==> config.mk <==
export PLATFORM = sky130hd
export DESIGN_NAME = phy_reg_bridge
export DESIGN_NICKNAME = d
export VERILOG_FILES = /design/src/rtl/phy_bridge_pkg.sv /design/src/rtl/phy_host_regs.sv /design/src/rtl/phy_xact_fsm.sv /design/src/rtl/phy_reg_bridge.sv
export SDC_FILE = /design/constraint.sdc
export NUM_CORES = 1
export LEC_CHECK = 0
export BUFFER_PORTS_ARGS = -buffer_cell sky130_fd_sc_hd__buf_4
export CAP_MARGIN = 40
export CORE_MARGIN = 1
export CORE_UTILIZATION = 50
export CTS_BUF_LIST = sky130_fd_sc_hd__clkbuf_4
export DETAILED_ROUTE_END_ITERATION = 7
export PLACE_DENSITY = 0.76
export SYNTH_ARGS = -nofsm -noshare
export SYNTH_HDL_FRONTEND = slang
export SYNTH_SLANG_ARGS = --single-unit
export TNS_END_PERCENT = 100
==> constraint.sdc <==
create_clock -name clk -period 1.6 [get_ports clk]
set_input_delay 0.08 -clock clk [delete_from_list [all_inputs] [get_ports clk]]
set_output_delay 0.08 -clock clk [all_outputs]
set_load 0.01 [all_outputs]
==> src/rtl/phy_bridge_pkg.sv <==
package phy_bridge_pkg;
  typedef enum logic [1:0] {ST_IDLE, ST_BUSY, ST_DONE} xact_state_e;

  localparam int CMD_WR_BIT  = 8;
  localparam int CMD_RD_BIT  = 9;
  localparam int CMD_GRP_BIT = 10;
  localparam int CMD_W       = CMD_GRP_BIT + 1;

  localparam int OFS_CMD   = 'h00;
  localparam int OFS_ACK   = 'h04;
  localparam int OFS_WDATA = 'h08;
  localparam int OFS_RDATA = 'h0C;
  localparam int OFS_LANE  = 'h10;
  localparam int OFS_RST   = 'h14;
endpackage

==> src/rtl/phy_host_regs.sv <==
module phy_host_regs
  import phy_bridge_pkg::*;
#(
  parameter int HOST_AW = 5,
  parameter int DATA_W  = 32
) (
  input  logic               clk,
  input  logic               rst,
  input  logic               host_wr_en,
  input  logic               host_rd_en,
  input  logic [HOST_AW-1:0] host_addr,
  input  logic [DATA_W-1:0]  host_wdata,
  output logic [DATA_W-1:0]  host_rdata,
  input  logic               busy,
  input  logic               ack,
  input  logic [DATA_W-1:0]  rdata_cap,
  output logic [DATA_W-1:0]  wdata_q,
  output logic               lane_q,
  output logic               hard_rst_q,
  output logic               soft_rst_q
);
  logic [CMD_W-1:0] cmd_q;

  always_ff @(posedge clk) begin
    if (rst) begin
      cmd_q      <= '0;
      wdata_q    <= '0;
      lane_q     <= 1'b0;
      hard_rst_q <= 1'b0;
      soft_rst_q <= 1'b0;
    end else if (host_wr_en) begin
      if (host_addr == HOST_AW'(OFS_CMD) && !busy) cmd_q <= host_wdata[CMD_W-1:0];
      if (host_addr == HOST_AW'(OFS_WDATA)) wdata_q <= host_wdata;
      if (host_addr == HOST_AW'(OFS_LANE))  lane_q  <= host_wdata[0];
      if (host_addr == HOST_AW'(OFS_RST)) begin
        hard_rst_q <= host_wdata[1];
        soft_rst_q <= host_wdata[0];
      end
    end
  end

  always_ff @(posedge clk) begin
    if (rst) begin
      host_rdata <= '0;
    end else if (host_rd_en) begin
      case (host_addr)
        HOST_AW'(OFS_CMD):   host_rdata <= DATA_W'(cmd_q);
        HOST_AW'(OFS_ACK):   host_rdata <= DATA_W'(ack);
        HOST_AW'(OFS_WDATA): host_rdata <= wdata_q;
        HOST_AW'(OFS_RDATA): host_rdata <= rdata_cap;
        HOST_AW'(OFS_LANE):  host_rdata <= DATA_W'(lane_q);
        HOST_AW'(OFS_RST):   host_rdata <= DATA_W'({hard_rst_q, soft_rst_q});
        default:             host_rdata <= '0;
      endcase
    end
  end
endmodule

==> src/rtl/phy_xact_fsm.sv <==
module phy_xact_fsm
  import phy_bridge_pkg::*;
#(
  parameter int ADDR_W = 8,
  parameter int DATA_W = 32
) (
  input  logic              clk,
  input  logic              rst,
  input  logic              cmd_wr,
  input  logic [CMD_W-1:0]  cmd_data,
  input  logic [DATA_W-1:0] wdata_in,
  input  logic              lane_in,
  output logic              busy,
  output logic              ack,
  output logic [DATA_W-1:0] rdata_q,
  output logic              phy_req,
  output logic              phy_we,
  output logic [ADDR_W-1:0] phy_addr,
  output logic              phy_group,
  output logic              phy_lane,
  output logic [DATA_W-1:0] phy_wdata,
  input  logic              phy_rdy,
  input  logic [DATA_W-1:0] phy_rdata
);
  xact_state_e state;
  logic        cmd_valid;
  logic        cmd_zero;

  assign cmd_valid = cmd_data[CMD_WR_BIT] ^ cmd_data[CMD_RD_BIT];
  assign cmd_zero  = (cmd_data == '0);
  assign busy      = (state == ST_BUSY);
  assign ack       = (state == ST_DONE);

  always_ff @(posedge clk) begin
    if (rst) begin
      state     <= ST_IDLE;
      phy_req   <= 1'b0;
      phy_we    <= 1'b0;
      phy_addr  <= '0;
      phy_group <= 1'b0;
      phy_lane  <= 1'b0;
      phy_wdata <= '0;
      rdata_q   <= '0;
    end else begin
      case (state)
        ST_IDLE: if (cmd_wr && cmd_valid) begin
          state     <= ST_BUSY;
          phy_req   <= 1'b1;
          phy_we    <= cmd_data[CMD_WR_BIT];
          phy_addr  <= cmd_data[ADDR_W-1:0];
          phy_group <= cmd_data[CMD_GRP_BIT];
          phy_lane  <= lane_in;
          phy_wdata <= wdata_in;
        end
        ST_BUSY: if (phy_rdy) begin
          state   <= ST_DONE;
          phy_req <= 1'b0;
          if (!phy_we) rdata_q <= phy_rdata;
        end
        ST_DONE: if (cmd_wr && cmd_zero) state <= ST_IDLE;
        default: state <= ST_IDLE;
      endcase
    end
  end

  AST_REQ_HELD: assert property (@(posedge clk) disable iff (rst)
    phy_req && !phy_rdy |=> phy_req && $stable(phy_addr) && $stable(phy_we) &&
    $stable(phy_wdata) && $stable(phy_group) && $stable(phy_lane));
  AST_ACK_FROM_RDY: assert property (@(posedge clk) disable iff (rst)
    $rose(ack) |-> $past(phy_req && phy_rdy));
  AST_ZERO_IDLES: assert property (@(posedge clk) disable iff (rst)
    cmd_wr && cmd_zero && !busy |=> !ack);
  AST_ACK_NO_REQ: assert property (@(posedge clk) disable iff (rst)
    ack |-> !phy_req);
  AST_ACK_STICKY: assert property (@(posedge clk) disable iff (rst)
    ack && !(cmd_wr && cmd_zero) |=> ack);
  AST_BAD_CMD_IGNORED: assert property (@(posedge clk) disable iff (rst)
    !busy && !ack && cmd_wr && !cmd_valid |=> !phy_req);
endmodule

==> src/rtl/phy_reg_bridge.sv <==
module phy_reg_bridge
  import phy_bridge_pkg::*;
#(
  parameter int HOST_AW = 5,
  parameter int ADDR_W  = 8,
  parameter int DATA_W  = 32
) (
  input  logic               clk,
  input  logic               rst,
  input  logic               host_wr_en,
  input  logic               host_rd_en,
  input  logic [HOST_AW-1:0] host_addr,
  input  logic [DATA_W-1:0]  host_wdata,
  output logic [DATA_W-1:0]  host_rdata,
  output logic               phy_req,
  output logic               phy_we,
  output logic [ADDR_W-1:0]  phy_addr,
  output logic               phy_group,
  output logic               phy_lane,
  output logic [DATA_W-1:0]  phy_wdata,
  input  logic               phy_rdy,
  input  logic [DATA_W-1:0]  phy_rdata,
  output logic               phy_hard_rst,
  output logic               phy_soft_rst
);
  logic              busy, ack, lane_q, cmd_wr;
  logic [DATA_W-1:0] wdata_q, rdata_cap;

  assign cmd_wr = host_wr_en && (host_addr == HOST_AW'(OFS_CMD));

  phy_host_regs #(.HOST_AW(HOST_AW), .DATA_W(DATA_W)) regs_i (
    .clk(clk), .rst(rst), .host_wr_en(host_wr_en), .host_rd_en(host_rd_en),
    .host_addr(host_addr), .host_wdata(host_wdata), .host_rdata(host_rdata),
    .busy(busy), .ack(ack), .rdata_cap(rdata_cap), .wdata_q(wdata_q),
    .lane_q(lane_q), .hard_rst_q(phy_hard_rst), .soft_rst_q(phy_soft_rst)
  );

  phy_xact_fsm #(.ADDR_W(ADDR_W), .DATA_W(DATA_W)) fsm_i (
    .clk(clk), .rst(rst), .cmd_wr(cmd_wr), .cmd_data(host_wdata[CMD_W-1:0]),
    .wdata_in(wdata_q), .lane_in(lane_q), .busy(busy), .ack(ack),
    .rdata_q(rdata_cap), .phy_req(phy_req), .phy_we(phy_we), .phy_addr(phy_addr),
    .phy_group(phy_group), .phy_lane(phy_lane), .phy_wdata(phy_wdata),
    .phy_rdy(phy_rdy), .phy_rdata(phy_rdata)
  );
endmodule

======== After elaboration in Yosys (flattened, before gate mapping) ========
Index checks and enable logic that the tools add are counted.
cells by class
  reduce and logical (&&, ||, !) cells .... 17
  eq/ne operators ......................... 10
  $lt $le $gt $ge ......................... 0
  mux-type cells .......................... 8
  shift operators ......................... 0
  bitwise logic cells ..................... 2
  add/subtract/negate cells ............... 0
  div/mod/pow operators ................... 0
  multipliers ............................. 0
operators with widths
  cell                                                  count
  case mux 32 bit (6 select lines)                      1
  logical NOT 11 bit                                    1
  equality test 5 x 4 -> 1 bit (second input constant)  2
  equality test 5 bit (second input constant)           2
  AND reduction 2 bit                                   5
  AND reduction 3 bit                                   3
  2-to-1 mux 2 bit                                      3
  case mux 2 bit (3 select lines)                       1
  equality test 5 x 3 -> 1 bit (second input constant)  1
  logical NOT 5 bit                                     1
  logical AND 1 bit                                     4
  != test 2 x 1 -> 1 bit (second input constant)        2
  equality test 2 x 1 -> 1 bit (second input constant)  1
  equality test 2 bit (second input constant)           1
  logical NOT 2 bit                                     1
  2-to-1 mux 1 bit                                      2
  != test 2 bit (second input constant)                 1
  case mux 1 bit (2 select lines)                       1
  nonzero test 2 bit                                    1
  logical NOT 1 bit                                     1
  NOT 1 bit                                             1
  bitwise XOR 1 bit                                     1
word-level totals
  RAM bits ................................ 0
  ROM bits ................................ 0
  latch bits .............................. 0
  bits in registers ....................... 156
  memories ................................ 0
  bits of input ports ..................... 74

======== Logic depth before layout (Yosys ltp) ========
  depth in word-level cells ............... 5
  gate-level depth with buffers ........... 7

======== By module ========
From an unflattened synthesis, not the netlist that was laid out.
second synthesis, totals
  cell total of the unflattened synthesis .. 710
  area, all modules ....................... 6080.8 µm²
modules (own cells, without submodules)
  module          cells each  instances  area an instance (µm²)  sequential area each (µm²)
  phy_host_regs   359         1          3236.9                  1561.5
  phy_xact_fsm    349         1          2824.0                  1561.5
  phy_reg_bridge  2           1          20.0                    0.0

======== Worst setup path after synthesis ========
Ideal clock, no wire load.
  kind .................................... register -> register
  from .................................... reg fsm_i.state[1]
  to ...................................... reg fsm_i.rdata_q[0]
  stages on the path, launching flop included .. 7
  library setup time ...................... 0.132 ns
  period minus slack after synthesis ...... 1.356 ns
  path slack .............................. 0.244 ns
  arrival ................................. 1.224 ns
  cell sequence ........................... dfxtp_1 nand3b_1 or2_2 clkbuf_1 clkbuf_1 nand2_1 a21oi_1
between the ends
  longest elaborated chain between the ends .. 2
ends and longest elaborated chain
  element                               line                RTL
  start, declared                       phy_xact_fsm.sv:25  xact_state_e state;
  start signal, assigned                phy_xact_fsm.sv:36  state <= ST_IDLE;
  start signal, assigned                phy_xact_fsm.sv:47  state <= ST_BUSY;
  start signal, assigned                phy_xact_fsm.sv:56  state <= ST_DONE;
  equality test 2 x 1 -> 1 bit          phy_xact_fsm.sv:45  case (state)
  AND reduction 3 bit (no source line)  -
  end signal, assigned                  phy_xact_fsm.sv:58  if (!phy_we) rdata_q <= phy_rdata;
  end, declared                         phy_xact_fsm.sv:15  output logic [DATA_W-1:0] rdata_q,
No other way between the ends.
A chain may end at the register's enable or synchronous reset.

======== Final worst setup path ========
  from .................................... in host_wr_en
  to ...................................... reg regs_i.wdata_q[29]
between the ends
  longest elaborated chain between the ends .. 1
ends and longest elaborated chain
  element                               line                  RTL
  start, declared                       phy_reg_bridge.sv:10  input logic host_wr_en,
  AND reduction 2 bit (no source line)  -
  end signal, assigned                  phy_host_regs.sv:33   if (host_addr == HOST_AW'(OFS_WDATA)) wdata_q <= host_wdata;
  end, declared                         phy_host_regs.sv:17   output logic [DATA_W-1:0] wdata_q,
No other way between the ends.

==> metrics.md <==
| Metric | Value |
|---|---|
| Cts bufs inserted | `17` |
| Pin count of the biggest net entering global routing | `116` |
| Status | `finished clean` |
| Mux cell area share after synthesis | `0.0805` |
| Vias in the first global route | `5803` |
| First-pass GRT wire length | `27800 µm` |
| Fin area | `8100 µm²` |
| R2R cell count | `6` |
| Rel. slew slack | `0.663` |
| Leakage | `3.23 nW` |
| Fin Setup TNS | `0 ns` |
| Maxcap violations | `0` |
| Via Count | `5705` |
| Peak supply drop | `0.702 mV` |
| Hold_ws | `0.0384 ns` |
| Worst-path cell chain | `dlygate4sd3_1 -> buf_4 -> and3b_1 -> buf_4 -> nand2_1 -> a21oi_1 -> dlygate4sd3_1` |
| Synth Instances | `705` |
| Overall Power | `6.49 mW` |
| Synth Area in Adders | `0.00213` |
| Critical path startpoint category | `input port` |
| Starting Density | `0.515` |
| Number of cell rows | `39` |
| Ant. Diodes | `0` |
| Syn. warnings | `0` |
| Yosys top cell by area | `dfxtp_1` |
| Wirelength per Cell | `15.9 µm` |
| Routed Wire Length | `17000 µm` |
| Area share of the largest cell type after synthesis | `0.532` |
| Min Tclk post-route | `1.43 ns` |
| PD cells | `802 nW/µm²` |
| Crit path largest cell delay | `0.56 ns` |
| Largest family of logic cells by synthesized area | `simple AND/OR/NAND/NOR gates` |
| Final nets | `990` |
| Core area | `11400 µm²` |
| First DRT Iteration DRCs | `298` |
| Setup Crit Path Kind | `in2reg` |
| Crit-path max FO | `17` |
| Root Driver | `clkbuf_4` |
| Die Span Y | `110 µm` |
| Unique masters post-synth | `33` |
| Fin. max-slew vios | `0` |
| Clock sink count | `156` |
| Most frequent cells in the layout | `nand2_1 (250), buf_4 (169), dfxtp_1 (156)` |
| Fin crit share | `0.896` |
| Fin util | `0.709` |
| Mean number of vias per cell | `5.33` |
| I/O pin count | `152` |
| Synth Area per Inst | `8.33 µm²` |
| IO buf count | `151` |
| Clock slew at reported path FFs | `0.13 ns` |
| Final setup vio count | `0` |
| Longest Clk Path Bufs | `2` |
| Die Width | `110 µm` |
| Most common cell after layout, fill and taps aside | `nand2_1` |
| Worst hold path type | `in2reg` |
| Slew @ Worst Pin | `0.505 ns` |
| Post-synthesis share of cell area spent on xor and xnor gates | `0` |
| Initial antenna violation count | `0` |
| H-tree depth | `4` |
| Antenna-violating nets left | `0` |
| Clock Skew | `0.0171 ns` |
| Final GP Congestion | `0.835` |
| Worst path arrival time | `1.91 ns` |
| Sequential share of the synthesized area | `0.532` |
| CTS tree | `built` |
| RSZ-0062 raised after global routing | `false` |
| Critical Path End Type | `register` |
| Share of cells above drive strength 1 | `0.234` |
| Detailed placement HPWL | `10900 µm` |
| Post-synthesis cell area | `5880 µm²` |
| Top post-synthesis cells by area | `dfxtp_1 (53%), nand2_1 (16%), a21oi_1 (9.3%), mux2i_1 (6.1%), clkbuf_1 (2.2%)` |
| Final-report hold violation count | `0` |
| CP required | `2.08 ns` |
| Register bit count reported by yosys | `156` |
| Drt pass-1 iters | `5` |
| Area fraction in compound gates after synthesis | `0.139` |
| Fmax | `698 MHz` |
| Min-Delay Path Depth | `5` |
| Slowest stage cell, crit path | `dlygate4sd3_1` |
| Global route overflow | `0` |
| Total die area | `12200 µm²` |
| DRC | `0` |
| Post-CTS Setup Bufs | `0` |
| Cell area after placement | `7160 µm²` |
| Post-Syn Nets | `780` |
| Simple-gate share of the synthesized area | `0.207` |
| Total track usage | `0.286` |
| Area grow syn2layout | `37.8%` |
| Worst skew pair latency | `0.53 ns` |
[per-layer routing]
metal / routed length [µm] / vias up / GRT usage
met5: 0 / - / 0
met3: 1340 / 39 / 0.0873
met2: 8440 / 243 / 0.495
met4: 443 / 0 / 0.108
li1: - / 2774 / -
met1: 6790 / 2649 / 0.330
[power by group]
group          total, mW  internal (mW)  leakage (nW)  switching [mW]
clock               2.08          0.805         0.133            1.28
combinational      0.508          0.281          1.84           0.227
sequential          3.90           3.89          1.26         0.00826
[registers in the layout (all words and copies together) (netlist names)]
signal / count
fsm_i.phy_addr: 8
fsm_i.phy_group: 1
fsm_i.phy_lane: 1
fsm_i.phy_req: 1
fsm_i.phy_wdata: 32
fsm_i.phy_we: 1
fsm_i.rdata_q: 32
fsm_i.state: 2
regs_i.cmd_q: 11
regs_i.hard_rst_q: 1
regs_i.host_rdata: 32
regs_i.lane_q: 1
regs_i.soft_rst_q: 1
regs_i.wdata_q: 32
[cells by family after synthesis]
family / Yosys count
buf+inv: 53
flops: 156
mux: 46
fa+ha+maj: 1
simple gates: 294
compound gates: 155
[area by class of cell]
class                   count  area, µm²
clock buffers              21        158
repair buffers            242       2030
multi-input cells         496       2520
flip-flops and latches    156       3120
well taps                 143        179
inverters                   2       7.51
fillers                   869       3320
clock inverters            10       76.3
[metrics by stage]
stage,worst slack [ns],cells
2_1_floorplan,0.244,705
3_3_place_gp,0.172,969
3_5_place_dp,0.132,969
4_1_cts,0.115,1070
5_1_grt,0.122,1070
6_report,0.167,1070
[final timing paths]
path / start / to / slack (ns)
setup / recovery: host_wr_en / regs_i.wdata_q[29]$_SDFFE_PP0P_ / 0.17
hold reg to reg: regs_i.host_rdata[20]$_SDFFE_PP0P_ / regs_i.host_rdata[20]$_SDFFE_PP0P_ / 0.46
setup reg to reg: fsm_i.state[1]$_SDFFE_PP0P_ / fsm_i.rdata_q[13]$_SDFFE_PP0P_ / 0.24
hold / removal: host_addr[4] / regs_i.lane_q$_SDFFE_PP0P_ / 0.04
[critical path, delay by kind of cell]
kind	cells	cell delay, ns
buffers and inverters	4	1.45
and+or+nand+nor	2	0.25
AOI/OAI and AO/OA	1	0.12
[synthesized netlist by cell type]
master       n
nand2_1    250
dfxtp_1    156
a21oi_1    109
mux2i_1     36
clkbuf_1    35
o21ai_0     26
nor2_1      17
mux2_2      10
a22oi_1      9
buf_2        9
buf_4        7
o21ai_1      6
nor4_1       4
and4_1       3
nand3_1      3
nor3b_1      3
or2_2        3
inv_1        2
nand2b_1     2
nand3b_1     2
a221oi_1     1
and2_1       1
and3b_1      1
and4b_1      1
ha_1         1
nand4_1      1
nand4bb_1    1
nor3_2       1
nor4b_4      1
o211ai_1     1
o22a_1       1
o2bb2ai_1    1
o311a_1      1
[what timing repair did]
action / 4_1_cts / 5_1_grt
endpoints found under the setup margin: 0 / 5
hold buffers: 70 / 0
resized for setup: 0 / 1
hold endpoints to repair: 93 / 0
Power figures use the tool's default switching activity.
